--- config.mk ---
export PLATFORM = sky130hd
export DESIGN_NAME = nest_irq_ctrl
export DESIGN_NICKNAME = d
export VERILOG_FILES = /design/src/rtl/nic_pkg.sv /design/src/rtl/nic_regs.sv /design/src/rtl/nic_pending.sv /design/src/rtl/nic_arbiter.sv /design/src/rtl/nic_inservice.sv /design/src/rtl/nest_irq_ctrl.sv
export SDC_FILE = /design/constraint.sdc
export NUM_CORES = 1
export LEC_CHECK = 0
export ABC_AREA = 1
export BUFFER_PORTS_ARGS = -buffer_cell sky130_fd_sc_hd__buf_2
export CORE_MARGIN = 2
export CORE_UTILIZATION = 51
export DETAILED_ROUTE_END_ITERATION = 6
export GPL_TIMING_DRIVEN = 0
export PLACE_DENSITY = 0.75
export SLEW_MARGIN = 10
export SYNTH_ARGS = -nofsm -noshare
export SYNTH_HDL_FRONTEND = slang
export SYNTH_SLANG_ARGS = --single-unit
--- constraint.sdc ---
create_clock -name clk -period 6.8 [get_ports clk]
set_input_delay 1.7 -clock clk [delete_from_list [all_inputs] [get_ports clk]]
set_output_delay 1.7 -clock clk [all_outputs]
set_load 0.01 [all_outputs]
--- src/rtl/nic_pkg.sv ---
package nic_pkg;
    localparam int NSRC   = 7;
    localparam int NLVL   = 4;
    localparam int LVL_W  = $clog2(NLVL);
    localparam int IDX_W  = $clog2(NSRC);
    localparam int DATA_W = 8;
    localparam int ADDR_W = 2;

    localparam logic [ADDR_W-1:0] A_EN   = 2'd0;
    localparam logic [ADDR_W-1:0] A_PLO  = 2'd1;
    localparam logic [ADDR_W-1:0] A_PHI  = 2'd2;
    localparam logic [ADDR_W-1:0] A_PEND = 2'd3;

    typedef enum logic [1:0] {
        ST_QUIET = 2'd0,
        ST_OFFER = 2'd1,
        ST_TAKEN = 2'd2
    } ctl_state_e;
endpackage

--- src/rtl/nic_regs.sv ---
module nic_regs
    import nic_pkg::*;
(
    input  logic              clk,
    input  logic              rst_n,
    input  logic              wr,
    input  logic [ADDR_W-1:0] addr,
    input  logic [DATA_W-1:0] wdata,
    input  logic [NSRC-1:0]   pend,
    output logic [NSRC:0]     en_q,
    output logic [NSRC-1:0]   plo_q,
    output logic [NSRC-1:0]   phi_q,
    output logic [NSRC-1:0]   clr_mask,
    output logic [DATA_W-1:0] rdata
);
    localparam int PAD = DATA_W - NSRC;

    always_ff @(posedge clk) begin
        if (!rst_n) begin
            en_q  <= '0;
            plo_q <= '0;
            phi_q <= '0;
        end else if (wr) begin
            if (addr == A_EN)  en_q  <= wdata[NSRC:0];
            if (addr == A_PLO) plo_q <= wdata[NSRC-1:0];
            if (addr == A_PHI) phi_q <= wdata[NSRC-1:0];
        end
    end

    // Write-one-to-clear strobe towards the pending flags.
    assign clr_mask = (wr && addr == A_PEND) ? wdata[NSRC-1:0] : '0;

    always_comb begin
        unique case (addr)
            A_EN:    rdata = en_q;
            A_PLO:   rdata = {{PAD{1'b0}}, plo_q};
            A_PHI:   rdata = {{PAD{1'b0}}, phi_q};
            default: rdata = {{PAD{1'b0}}, pend};
        endcase
    end
endmodule

--- src/rtl/nic_pending.sv ---
module nic_pending
    import nic_pkg::*;
(
    input  logic             clk,
    input  logic             rst_n,
    input  logic [NSRC-1:0]  set_pulse,
    input  logic [NSRC-1:0]  sw_clr,
    input  logic             take,
    input  logic [IDX_W-1:0] take_idx,
    output logic [NSRC-1:0]  pend
);
    for (genvar g = 0; g < NSRC; g++) begin : g_flag
        logic ack_hit;
        assign ack_hit = take && (take_idx == IDX_W'(g));
        always_ff @(posedge clk) begin
            if (!rst_n)
                pend[g] <= 1'b0;
            else if (set_pulse[g])
                pend[g] <= 1'b1;          // a fresh request outranks any clear
            else if (ack_hit || sw_clr[g])
                pend[g] <= 1'b0;
        end
    end
endmodule

--- src/rtl/nic_arbiter.sv ---
module nic_arbiter
    import nic_pkg::*;
(
    input  logic [NSRC-1:0]  pend,
    input  logic [NSRC:0]    en_q,
    input  logic [NSRC-1:0]  plo_q,
    input  logic [NSRC-1:0]  phi_q,
    input  logic             svc_active,
    input  logic [LVL_W-1:0] svc_top,
    output logic             win_ok,
    output logic [IDX_W-1:0] win_idx,
    output logic [LVL_W-1:0] win_lvl
);
    logic [NSRC-1:0]  elig;
    logic [LVL_W-1:0] lvl [NSRC];
    logic             found;

    for (genvar g = 0; g < NSRC; g++) begin : g_src
        assign lvl[g]  = {phi_q[g], plo_q[g]};
        assign elig[g] = pend[g] & en_q[g] & en_q[NSRC];
    end

    // Scan in polling order; only a strictly higher level replaces the
    // current choice, so the earliest source wins a tie.
    always_comb begin
        found   = 1'b0;
        win_idx = '0;
        win_lvl = '0;
        for (int i = 0; i < NSRC; i++) begin
            if (elig[i] && (!found || lvl[i] > win_lvl)) begin
                found   = 1'b1;
                win_idx = IDX_W'(i);
                win_lvl = lvl[i];
            end
        end
    end

    assign win_ok = found && (!svc_active || win_lvl > svc_top);
endmodule

--- src/rtl/nic_inservice.sv ---
module nic_inservice
    import nic_pkg::*;
(
    input  logic             clk,
    input  logic             rst_n,
    input  logic             set_en,
    input  logic [LVL_W-1:0] set_lvl,
    input  logic             drop,
    output logic [NLVL-1:0]  mask,
    output logic             active,
    output logic [LVL_W-1:0] top
);
    logic [NLVL-1:0] mask_d;

    always_comb begin
        top = '0;
        for (int i = 0; i < NLVL; i++)
            if (mask[i]) top = LVL_W'(i);
    end
    assign active = |mask;

    always_comb begin
        mask_d = mask;
        if (drop && active) mask_d[top] = 1'b0;
        if (set_en)         mask_d[set_lvl] = 1'b1;
    end

    always_ff @(posedge clk) begin
        if (!rst_n) mask <= '0;
        else        mask <= mask_d;
    end
endmodule

--- src/rtl/nest_irq_ctrl.sv ---
module nest_irq_ctrl
    import nic_pkg::*;
(
    input  logic              clk,
    input  logic              rst_n,
    input  logic              reg_wr,
    input  logic [ADDR_W-1:0] reg_addr,
    input  logic [DATA_W-1:0] reg_wdata,
    output logic [DATA_W-1:0] reg_rdata,
    input  logic [NSRC-1:0]   src_req,
    output logic              irq_req,
    output logic [IDX_W-1:0]  irq_idx,
    input  logic              irq_ack,
    input  logic              reti
);
    logic [NSRC:0]     en_q;
    logic [NSRC-1:0]   plo_q, phi_q, clr_mask, pend;
    logic [NLVL-1:0]   svc_mask;
    logic              svc_active, win_ok, take;
    logic [LVL_W-1:0]  svc_top, win_lvl, lvl_q;
    logic [IDX_W-1:0]  win_idx, idx_q;
    ctl_state_e        state_q, state_d;

    nic_regs u_regs (
        .clk(clk), .rst_n(rst_n), .wr(reg_wr), .addr(reg_addr),
        .wdata(reg_wdata), .pend(pend), .en_q(en_q), .plo_q(plo_q),
        .phi_q(phi_q), .clr_mask(clr_mask), .rdata(reg_rdata)
    );

    nic_pending u_pend (
        .clk(clk), .rst_n(rst_n), .set_pulse(src_req), .sw_clr(clr_mask),
        .take(take), .take_idx(idx_q), .pend(pend)
    );

    nic_arbiter u_arb (
        .pend(pend), .en_q(en_q), .plo_q(plo_q), .phi_q(phi_q),
        .svc_active(svc_active), .svc_top(svc_top),
        .win_ok(win_ok), .win_idx(win_idx), .win_lvl(win_lvl)
    );

    nic_inservice u_svc (
        .clk(clk), .rst_n(rst_n), .set_en(take), .set_lvl(lvl_q),
        .drop(reti), .mask(svc_mask), .active(svc_active), .top(svc_top)
    );

    assign take = irq_ack && (state_q == ST_OFFER);

    // State register
    always_ff @(posedge clk) begin
        if (!rst_n) state_q <= ST_QUIET;
        else        state_q <= state_d;
    end

    // Transitions
    always_comb begin
        state_d = state_q;
        unique case (state_q)
            ST_QUIET: if (win_ok) state_d = ST_OFFER;
            ST_OFFER: begin
                if (take)         state_d = ST_TAKEN;
                else if (!win_ok) state_d = ST_QUIET;
            end
            ST_TAKEN: state_d = ST_QUIET;
            default:  state_d = ST_QUIET;
        endcase
    end

    // Offered source and its level, held for the accept
    always_ff @(posedge clk) begin
        if (!rst_n) begin
            idx_q <= '0;
            lvl_q <= '0;
        end else if (state_d == ST_OFFER) begin
            idx_q <= win_idx;
            lvl_q <= win_lvl;
        end
    end

    assign irq_req = (state_q == ST_OFFER);
    assign irq_idx = idx_q;
endmodule

# Word-level counts from Yosys, hierarchy flattened

Cells that the tools add are included.

Eq/ne operators: 11
Shift-type cells: 0
Order comparisons: 11
Div/mod/pow operators: 0
Add/subtract/negate cells: 0
Multiplexer cells: 49
Bitwise gates (word level): 17
Reduce and logical (&&, ||, !) cells: 54
Multiply operators: 0

Operator list:

| operator                                                   | number |
|---|---|
| two-way mux 2 bit                                          | 14 |
| two-way mux 1 bit                                          | 25 |
| one-hot mux 8 bit (3 select lines)                         | 1 |
| logical AND 1 bit                                          | 19 |
| bitwise AND 1 bit                                          | 14 |
| > comparator 2 bit                                         | 7 |
| logical OR 1 bit                                           | 14 |
| nonzero test 2 bit                                         | 7 |
| == test 3 bit, second input constant                       | 3 |
| two-way mux 3 bit                                          | 3 |
| two-way mux 4 bit                                          | 2 |
| zero test 1 bit                                            | 7 |
| two-way mux 7 bit                                          | 1 |
| == test 2 x 1 -> 1 bit, second input constant              | 3 |
| == test 3 x 2 -> 1 bit, second input constant              | 2 |
| less-than comparator 2 x 3 -> 1 bit, second input constant | 2 |
| AND reduction 2 bit                                        | 3 |
| bitwise AND 4 bit                                          | 1 |
| demux 1 bit (select 2 bit)                                 | 2 |
| == test 2 bit, second input constant                       | 2 |
| >= comparator 2 x 1 -> 1 bit, second input constant        | 2 |
| zero test 2 bit                                            | 2 |
| NOT 4 bit                                                  | 1 |
| bitwise OR 4 bit                                           | 1 |
| other kinds (4)                                            | 4 |

Memories kept: 0
Word-level logic and storage cells: 156
Memory bits (read-only): 0
RAM bits: 0
Latch bits: 0
Register bits: 40

# Logic depth before layout (Yosys ltp)

Gate-level depths: netlist (run 1).

Word-level depth: 34
Gate-level depth with buffers: 68

# Modules after synthesis

From an unflattened synthesis (run 1), not the netlist that was laid out.

Cells, all modules: 474
Area total of the unflattened synthesis: 2941.6 µm²

By module, submodules not included:

| module        | cells each | area each (µm²) | seq. area each (µm²) | times used |
|---|---|---|---|---|
| nic_regs      | 193        | 1268.7          | 440.4                | 1 |
| nic_arbiter   | 147        | 812.0           | 0.0                  | 1 |
| nic_pending   | 60         | 350.3           | 140.1                | 1 |
| nest_irq_ctrl | 44         | 312.8           | 140.1                | 1 |
| nic_inservice | 30         | 197.7           | 80.1                 | 1 |

# Least setup slack after synthesis (run 1)

Ideal clock, no wire load.

Path type: reg2reg
Start: reg u_regs.en_q[7]
End: reg idx_q[0], in the netlist irq_idx[0]
Period minus slack after synthesis: 6.822 ns
Slack: -0.022 ns
Required time: 6.729 ns
Arrival: 6.751 ns
Stages on the path, launching flop included: 67
Setup time: 0.071 ns
Cell sequence: dfxtp_1 -> buf_6 -> nand3_4 -> inv_1 -> nand2_1 -> ha_1 -> nand2_1 -> nand2_1 -> nand2_1 -> nand2_1 -> nand2_1 -> nand2_1 -> and2_1 -> ha_1 -> nand2_1 -> o21ai_0 -> nand2_1 -> nand2_1 -> [... 31 more ...] -> o21ai_0 -> a21o_1 -> clkinv_1 -> nand2_1 -> nand2_1 -> ha_1 -> inv_1 -> nor2_1 -> o21ai_0 -> o21ai_0 -> nand2_1 -> nor2_1 -> nand2_2 -> inv_2 -> nand2_1 -> inv_2 -> nand2_1 -> a21oi_1

Longest elaborated chain between the ends: 33
Elaborated cells between the ends (all ways): 59
Those cells by class: 7 x order compare; 1 x eq/ne; 24 x mux; 7 x bitwise; 20 x reduce/logical

Ends and longest elaborated chain:

| element                                                | line                | source |
|---|---|---|
| start: declaration                                     | nic_regs.sv:10      | `output logic [NSRC:0] en_q,` |
| start signal: assignment                               | nic_regs.sv:24      | `if (addr == A_EN) en_q <= wdata[NSRC:0];` |
| bitwise AND 1 bit                                      | nic_arbiter.sv:20   | `assign elig[g] = pend[g] & en_q[g] & en_q[NSRC];` |
| two-way mux 2 bit or two-way mux 1 bit (tied branches) | nic_arbiter.sv:30   | `if (elig[i] && (!found \|\| lvl[i] > win_lvl)) begin` |
| > comparator 2 bit or zero test 1 bit (tied branches)  | nic_arbiter.sv:30   |  |
| logical OR 1 bit                                       | nic_arbiter.sv:30   |  |
| logical AND 1 bit                                      | nic_arbiter.sv:30   |  |
| two-way mux 2 bit or two-way mux 1 bit (tied branches) | nic_arbiter.sv:30   |  |
| > comparator 2 bit or zero test 1 bit (tied branches)  | nic_arbiter.sv:30   |  |
| logical OR 1 bit                                       | nic_arbiter.sv:30   |  |
| [... 18 more ...]                                      | --                  |  |
| named net u_arb.win_lvl[1]                             | nic_arbiter.sv:12   | `output logic [LVL_W-1:0] win_lvl` |
| > comparator 2 bit (*)                                 | nic_arbiter.sv:38   | `assign win_ok = found && (!svc_active \|\| win_lvl > svc_top);` |
| logical OR 1 bit (*)                                   | nic_arbiter.sv:38   |  |
| logical AND 1 bit (*)                                  | nic_arbiter.sv:38   |  |
| two-way mux 2 bit                                      | nest_irq_ctrl.sv:61 | `else if (!win_ok) state_d = ST_QUIET;` |
| two-way mux 2 bit                                      | nest_irq_ctrl.sv:60 | `if (take) state_d = ST_TAKEN;` |
| one-hot mux 2 bit (2 select lines) (*)                 | nest_irq_ctrl.sv:57 | `unique case (state_q)` |
| == test 2 x 1 -> 1 bit (*)                             | nest_irq_ctrl.sv:73 | `end else if (state_d == ST_OFFER) begin` |
| end signal: assignment                                 | nest_irq_ctrl.sv:74 | `idx_q <= win_idx;` |
| end: declaration                                       | nest_irq_ctrl.sv:21 | `logic [IDX_W-1:0] win_idx, idx_q;` |

The timed path passes the listed nets; every way through them passes the cells marked *.
A chain may end at the register's enable or synchronous reset.

# Worst setup path after layout (run 1)

Start: reg u_pend.pend[0]
End: reg lvl_q[1]

Longest elaborated chain between the ends: 34
Elaborated cells between the ends (all ways): 48
Those cells by class: 7 x order compare; 1 x eq/ne; 18 x mux; 2 x bitwise; 20 x reduce/logical

Ends and longest elaborated chain:

| element                                                | line                | source |
|---|---|---|
| start: declaration                                     | nic_pending.sv:10   | `output logic [NSRC-1:0] pend` |
| start signal: indexed assignment                       | nic_pending.sv:17   | `pend[g] <= 1'b0;` |
| start signal: indexed assignment                       | nic_pending.sv:19   | `pend[g] <= 1'b1;` |
| start signal: indexed assignment                       | nic_pending.sv:21   | `pend[g] <= 1'b0;` |
| bitwise AND 1 bit (*) (2 in series)                    | nic_arbiter.sv:20   |  |
| two-way mux 2 bit or two-way mux 1 bit (tied branches) | nic_arbiter.sv:30   |  |
| > comparator 2 bit or zero test 1 bit (tied branches)  | nic_arbiter.sv:30   |  |
| logical OR 1 bit                                       | nic_arbiter.sv:30   |  |
| logical AND 1 bit                                      | nic_arbiter.sv:30   |  |
| two-way mux 2 bit or two-way mux 1 bit (tied branches) | nic_arbiter.sv:30   |  |
| > comparator 2 bit or zero test 1 bit (tied branches)  | nic_arbiter.sv:30   |  |
| logical OR 1 bit                                       | nic_arbiter.sv:30   |  |
| [... 18 more ...]                                      | --                  |  |
| named net u_arb.win_lvl[1]                             | nic_arbiter.sv:12   |  |
| > comparator 2 bit                                     | nic_arbiter.sv:38   |  |
| logical OR 1 bit                                       | nic_arbiter.sv:38   |  |
| logical AND 1 bit                                      | nic_arbiter.sv:38   |  |
| two-way mux 2 bit                                      | nest_irq_ctrl.sv:61 |  |
| two-way mux 2 bit                                      | nest_irq_ctrl.sv:60 |  |
| one-hot mux 2 bit (2 select lines)                     | nest_irq_ctrl.sv:57 |  |
| == test 2 x 1 -> 1 bit                                 | nest_irq_ctrl.sv:73 |  |
| end signal: assignment                                 | nest_irq_ctrl.sv:75 | `lvl_q <= win_lvl;` |
| end: declaration                                       | nest_irq_ctrl.sv:20 | `logic [LVL_W-1:0] svc_top, win_lvl, lvl_q;` |

Marks and branches as above.

==> results.cfg, run 1 <==
[critical_path]
start_kind = flop
cp.required_ns = 7.06
crit_arrival_ns = 7.76
cpMostUsedCell = nand2_2
critPathMaxFanout = 4
cpLargestDelayFamily = simple AND/OR/NAND/NOR gates
worstSetupEndpointType = flop
critPathBufInv = 14
critical-path-slowest-cell = dfxtp_4
crit_type = reg -> reg
r2r_slack_ns = -0.70
critical_path.max_stage_delay_ns = 0.38

[finish]
nets = 478
fin_cells = 495
final_area_sq_um = 3440
fillers = 291
area_growth_pct = 44.8
drive_above_1_share_pct = 41.5
multiInputGateArea_sq_um = 1690
seqCellArea_sq_um = 810
n_antenna_cell = 0

[cts]
clock_path_buffers = 2
cts_sinks = 40
cts_tree = built
root_buffer = clkbuf_8
cts_hold_buffers = 0
insertion_delay_ns = 0.31
cts_buffers = 5
cts.htree.levels = 2
clk_pin_slew_ns = 0.09

[placed_design]
portBuffers = 33
dp_worst_setup_slack_ns = -1.03
dp_hpwl_mm = 4.82
place_congestion = 0.893
post_dp_cell_area_sq_um = 2610
dp_cells = 439

[route]
detail-route-antenna-nets = 0
wire_per_inst_um = 17.4
wl_mm = 8.63
drc = 0
via_per_inst = 5.87
drtIter0Drc = 237
dr.pass1.iters = 5
dr_total_vias = 2907

[floorplan]
dieWidth_um = 72.2
core_area_sq_um = 4410
die_h_um = 72.2
dieArea_sq_um = 5220
rows = 24
io_pins = 34
start_util_pct = 53.8

[grt]
antenna_found_initial = 0
grt_pass1_vias = 2752
grt_max_degree = 14
grt_overflow_total = 0
grt_first_pass_wirelength_mm = 12.4
grt_use_total_pct = 30.6

[sta]
grt_setup_unrepaired = true
relSlewSlack_pct = 64.7
finalCriticalPeriod_ns = 7.50
worst_pin_slew_ns = 0.529
final_max_slew_viol_count = 0
setup_slack_ns = -0.701
timing.fmax_ghz = 0.133
finClkSkew_ns = 0.00908
finalSetupViolCount = 6
period_share_pct = 110
finalHoldViolCount = 0

[pwr]
p_leak_nw = 1.66
ir_worst_vdd_v = 0.000139
powerDensity_nw_per_um2 = 145

[yosys]
netlist_instances = 354
synth_top_area_cell = dfxtp_1
avgSynthCellArea_sq_um = 6.70
synth_nets = 390
ys.warnings.count = 0
synthTopCellsByArea = dfxtp_1, nand2_1, inv_1
syn-cell-area_sq_um = 2370
ys_ff_latch = 40
synth_top_area_share_pct = 33.7
ys_seq_area_share_pct = 33.7
yosysUniqueCellTypes = 29

[job]
maxCapViolCount = 0

[outcome]
outcome = finished with violations
violations = setup timing

[hold_path]
hold_path.class = reg -> reg
[cell usage in the layout (no fill, tap or decap), types with 3 or more instances in the layout]
cell type   n
nor2_2      7
buf_2      33
inv_2      11
ha_4       10
nand2_2    21
inv_1      41
nand3_1    11
buf_4      45
a21oi_1    24
clkinv_2    3
nor2_1     29
a31oi_1     9
nand4_1     8
clkbuf_1    5
a21oi_2     4
o21ai_1     6
o22ai_1     6
clkbuf_8    5
o21ai_0    26
ha_1        4
dfxtp_1    37
and2_4      5
nor2_4      3
buf_6       4
nand2_1    44
nand2_4     8
nand3_2    13
inv_4       3
[per-layer routing]
metal  wire, um  up-vias  global-route usage (%)
met1       3380     1332                    38.0
met2       4170      177                    50.8
met3        673       48                    5.28
met5          0        -                       0
met4        409        0                    16.1
li1           -     1350                       -
[registers in the layout, indices dropped and copies added, names as in the netlist]
name and cells:
u_regs.en_q 8, u_pend.pend 7, u_regs.phi_q 7, u_regs.plo_q 7, u_svc.mask 4, irq_idx 3
lvl_q 2, state_q 2
[metrics by stage]
step | hold WS [ns] | power, mW | utilization (%) | setup TNS (ns)
2_1_floorplan | 0.445 | 0.295 | - | 0
3_3_place_gp | 0.469 | 0.321 | 59.1 | -4.90
3_5_place_dp | 0.477 | 0.322 | 59.1 | -5.64
4_1_cts | 0.493 | 0.483 | 71.6 | -1.46
5_1_grt | 0.538 | 0.514 | 77.9 | -6.14
6_report | 0.496 | 0.499 | 77.9 | -3.99
[cell usage after synthesis (all sizes together)]
cell	n
nand2	73
buf	1
nor2	39
clkinv	2
o211ai	1
o31ai	1
inv	55
and2	7
nand4	8
o2111ai	1
a21oi	28
or2	1
o32ai	1
o21ai	34
a31oi	9
dfxtp	40
a32o	1
clkbuf	5
ha	14
a21o	1
o22ai	6
nand3	26
[cell type report]
class | instances | area share, %
multi-input cells | 251 | 49.0
flip-flops and latches | 40 | 23.6
repair buffers | 82 | 15.9
inverters | 57 | 6.48
clock buffers | 5 | 2.00
well taps | 52 | 1.89
clock inverters | 3 | 0.546
plain buffers | 5 | 0.546
[power breakdown]
part / internal (mW) / leakage [nW] / switching, mW
sequential: 0.245 / 0.329 / 0.0108
clock: 0.0715 / 0.0479 / 0.0907
combinational: 0.0305 / 1.28 / 0.0507
total: 0.347 / 1.66 / 0.152
[tightest hold or removal path, stage by stage, from the launching register on]
cell and delay (ns):
dfxtp_1 0.32, nand3_1 0.07, o31ai_1 0.06
[cells by family (layout without fill, tap and decap cells)]
group / count (synthesis) / in the layout / synth area share [%]
adder cells (fa/ha/maj): 14 / 14 / 7.38
AND/OR/NAND/NOR: 154 / 154 / 29.3
flip-flops: 40 / 40 / 33.7
AO/OA/AOI/OAI: 83 / 83 / 19.3
buffers and inverters: 63 / 152 / 10.3
[final timing paths]
kind,start,endpoint,depth (start not counted)
setup reg to reg,u_pend.pend[0],lvl_q[1],66
hold / removal,lvl_q[1],u_svc.mask[3],2
hold reg to reg,lvl_q[1],u_svc.mask[3],2
setup / recovery,u_pend.pend[0],lvl_q[1],66
[repair_timing]
| item | CTS | global route |
|---|---|---|
| setup buffers | 41 | 8 |
| endpoints found under the setup margin | 6 | 6 |
| gates resized for setup | 51 | 56 |
| pin swaps | 19 | 44 |
Note: power is estimated with default switching activity, not from simulation.
==> run 2: changes to the inputs <==
--- a/config.mk
+++ b/config.mk
@@ -11,7 +11,7 @@
 export CORE_UTILIZATION = 51
 export DETAILED_ROUTE_END_ITERATION = 6
 export GPL_TIMING_DRIVEN = 0
-export PLACE_DENSITY = 0.75
+export PLACE_DENSITY = 0.85
 export SLEW_MARGIN = 10
 export SYNTH_ARGS = -nofsm -noshare
 export SYNTH_HDL_FRONTEND = slang
==> run 2 against run 1 <==
Against the previous run: the run ends with DRC, setup timing left; die area stayed put; power is 2.7% lower; first-iteration DRC count is 7.2% higher; core utilization is 1.2 points higher; critical endpoint is now lvl_q[0].
==> results.cfg, run 2 (synthesis gave the netlist of run 1 again) <==
[outcome]
outcome = finished with violations
violations = DRC, setup timing

[sta]
relSlewSlack_pct = 64.8
final_max_slew_viol_count = 0
setup_slack_ns = -0.717
finClkSkew_ns = 0.00816
finalSetupViolCount = 6
timing.fmax_ghz = 0.133
finalCriticalPeriod_ns = 7.52
worst_pin_slew_ns = 0.526
finalHoldViolCount = 0
period_share_pct = 111
grt_setup_unrepaired = true

[critical_path]
critical_path.max_stage_delay_ns = 0.37
r2r_slack_ns = -0.72
crit_arrival_ns = 7.71
critPathBufInv = 19
critPathCapture = lvl_q[0]
r2r-start = u_regs.en_q[0]
reg2regPathDepth = 64
cp.required_ns = 7.00
cpLargestDelayFamily = simple AND/OR/NAND/NOR gates
crit_type = reg -> reg
critical_path.startpoint = u_regs.en_q[0]
critPathMaxFanout = 5
worstSetupEndpointType = flop
start_kind = flop
crit_cells = 64
cpMostUsedCell = nand2_2
r2r_end = lvl_q[0]
critical-path-slowest-cell = dfxtp_2

[placed_design]
place_congestion = 0.923
dp_hpwl_mm = 4.64
portBuffers = 33
dp_cells = 439
dp_worst_setup_slack_ns = -0.912

[floorplan]
rows = 24
dieArea_sq_um = 5220
start_util_pct = 53.8
die_h_um = 72.2
core_area_sq_um = 4410
io_pins = 34
dieWidth_um = 72.2

[finish]
area_growth_pct = 47.1
drive_above_1_share_pct = 43.3
fin_cells = 498
top_register = u_regs.en_q
fillers = 282
layout_common_cells = buf_4, nand2_1, inv_1, dfxtp_1, buf_2
nets = 482
largest_reg_flops = 8
final_common_cell = buf_4
n_antenna_cell = 0

[route]
dr_total_vias = 2841
wire_per_inst_um = 16.8
drtIter0Drc = 254
via_per_inst = 5.70
dr.pass1.iters = 7
wl_mm = 8.36
detail-route-antenna-nets = 0
drc = 1

[pwr]
intPower_mw = 0.346
comb_power_share_pct = 16.4
p_leak_nw = 1.69
swShare_pct = 28.8
ir_worst_vdd_v = 0.000190
power_frac_seq_pct = 52.7
power.share.clock_pct = 30.9
finalPower_mw = 0.485
power.net_switching_mw = 0.140
powerDensity_nw_per_um2 = 139

[grt]
grt_pass1_vias = 2632
grt_use_total_pct = 29.4
grt_max_degree = 12
antenna_found_initial = 0
grt_first_pass_wirelength_mm = 12.0
grt_overflow_total = 0

[hold_path]
hold_path.class = reg -> reg

[cts]
insertion_delay_ns = 0.29
cts_sinks = 40
cts_tree = built
cts_buffers = 5
clk_pin_slew_ns = 0.08
root_buffer = clkbuf_8
clock_path_buffers = 2
cts.htree.levels = 2

[job]
maxCapViolCount = 0
## run 2: through the flow
step	area [sq um]	hold slack, ns	TNS [ns]	util, %
4_1_cts	3120	0.485	-1.88	70.6
2_1_floorplan	2380	0.445	0	-
3_3_place_gp	2610	0.470	-3.76	59.1
3_5_place_dp	2610	0.472	-4.79	59.1
6_report	3490	0.497	-3.94	79.1
5_1_grt	3490	0.519	-6.53	79.1
## run 2: layout make-up
cell class / instances / area (sq um) / share of cell area [%]
Multi-Input combinational cell: 251 / 1730 / 49.4
Sequential cell: 40 / 810 / 23.2
Timing Repair Buffer: 86 / 574 / 16.5
Inverter: 57 / 220 / 6.31
Clock buffer: 6 / 72.6 / 2.08
Tap cell: 52 / 65.1 / 1.86
Buffer: 5 / 18.8 / 0.538
Clock inverter: 1 / 5.00 / 0.143
## run 2: power groups by stage
| stage | sequential, mW | combinational (mW) | clock (mW) |
|---|---|---|---|
| after floorplan | 0.256 | 0.0392 | 0 |
| after global placement | 0.258 | 0.0601 | 0 |
| after detailed placement | 0.258 | 0.0619 | 0 |
| after CTS | 0.254 | 0.0678 | 0.146 |
| after global routing | 0.256 | 0.0881 | 0.158 |
| final | 0.256 | 0.0797 | 0.150 |
## run 2: what timing repair did
| item | in CTS | in global routing |
|---|---|---|
| buffers inserted | 40 | 13 |
| hold buffers | 0 | 0 |
| gates resized for setup | 44 | 67 |
| pin swaps | 18 | 56 |
| hold endpoints to repair | 0 | 0 |
| setup endpoints to repair | 6 | 6 |
## run 2: worst min path at each step
stage | from | endpoint | slack [ns] | cells past startpoint
2_1_floorplan | u_regs.phi_q[0] | u_regs.phi_q[0] | 0.44 | 2
3_3_place_gp | u_regs.phi_q[0] | u_regs.phi_q[0] | 0.47 | 2
3_5_place_dp | u_svc.mask[0] | u_svc.mask[0] | 0.47 | 2
4_1_cts | u_regs.plo_q[0] | u_regs.plo_q[0] | 0.48 | 2
5_1_grt | u_svc.mask[0] | u_svc.mask[0] | 0.52 | 2
6_report | u_svc.mask[0] | u_svc.mask[0] | 0.50 | 2
## run 2: per-layer routing
layer	GRT usage (%)	routed length, um
met5	0	0
met4	13.4	346
met3	4.17	623
met2	49.8	3950
met1	37.0	3440
## run 2: worst register-to-register path, delay by kind of cell, from the launching register on
family / cells / cell delay (ns)
adder cells (fa/ha/maj): 6 / 1.49
AND/OR/NAND/NOR: 31 / 2.81
AO/OA/AOI/OAI: 8 / 0.99
buffers and inverters: 19 / 1.76
flip-flops: 1 / 0.37
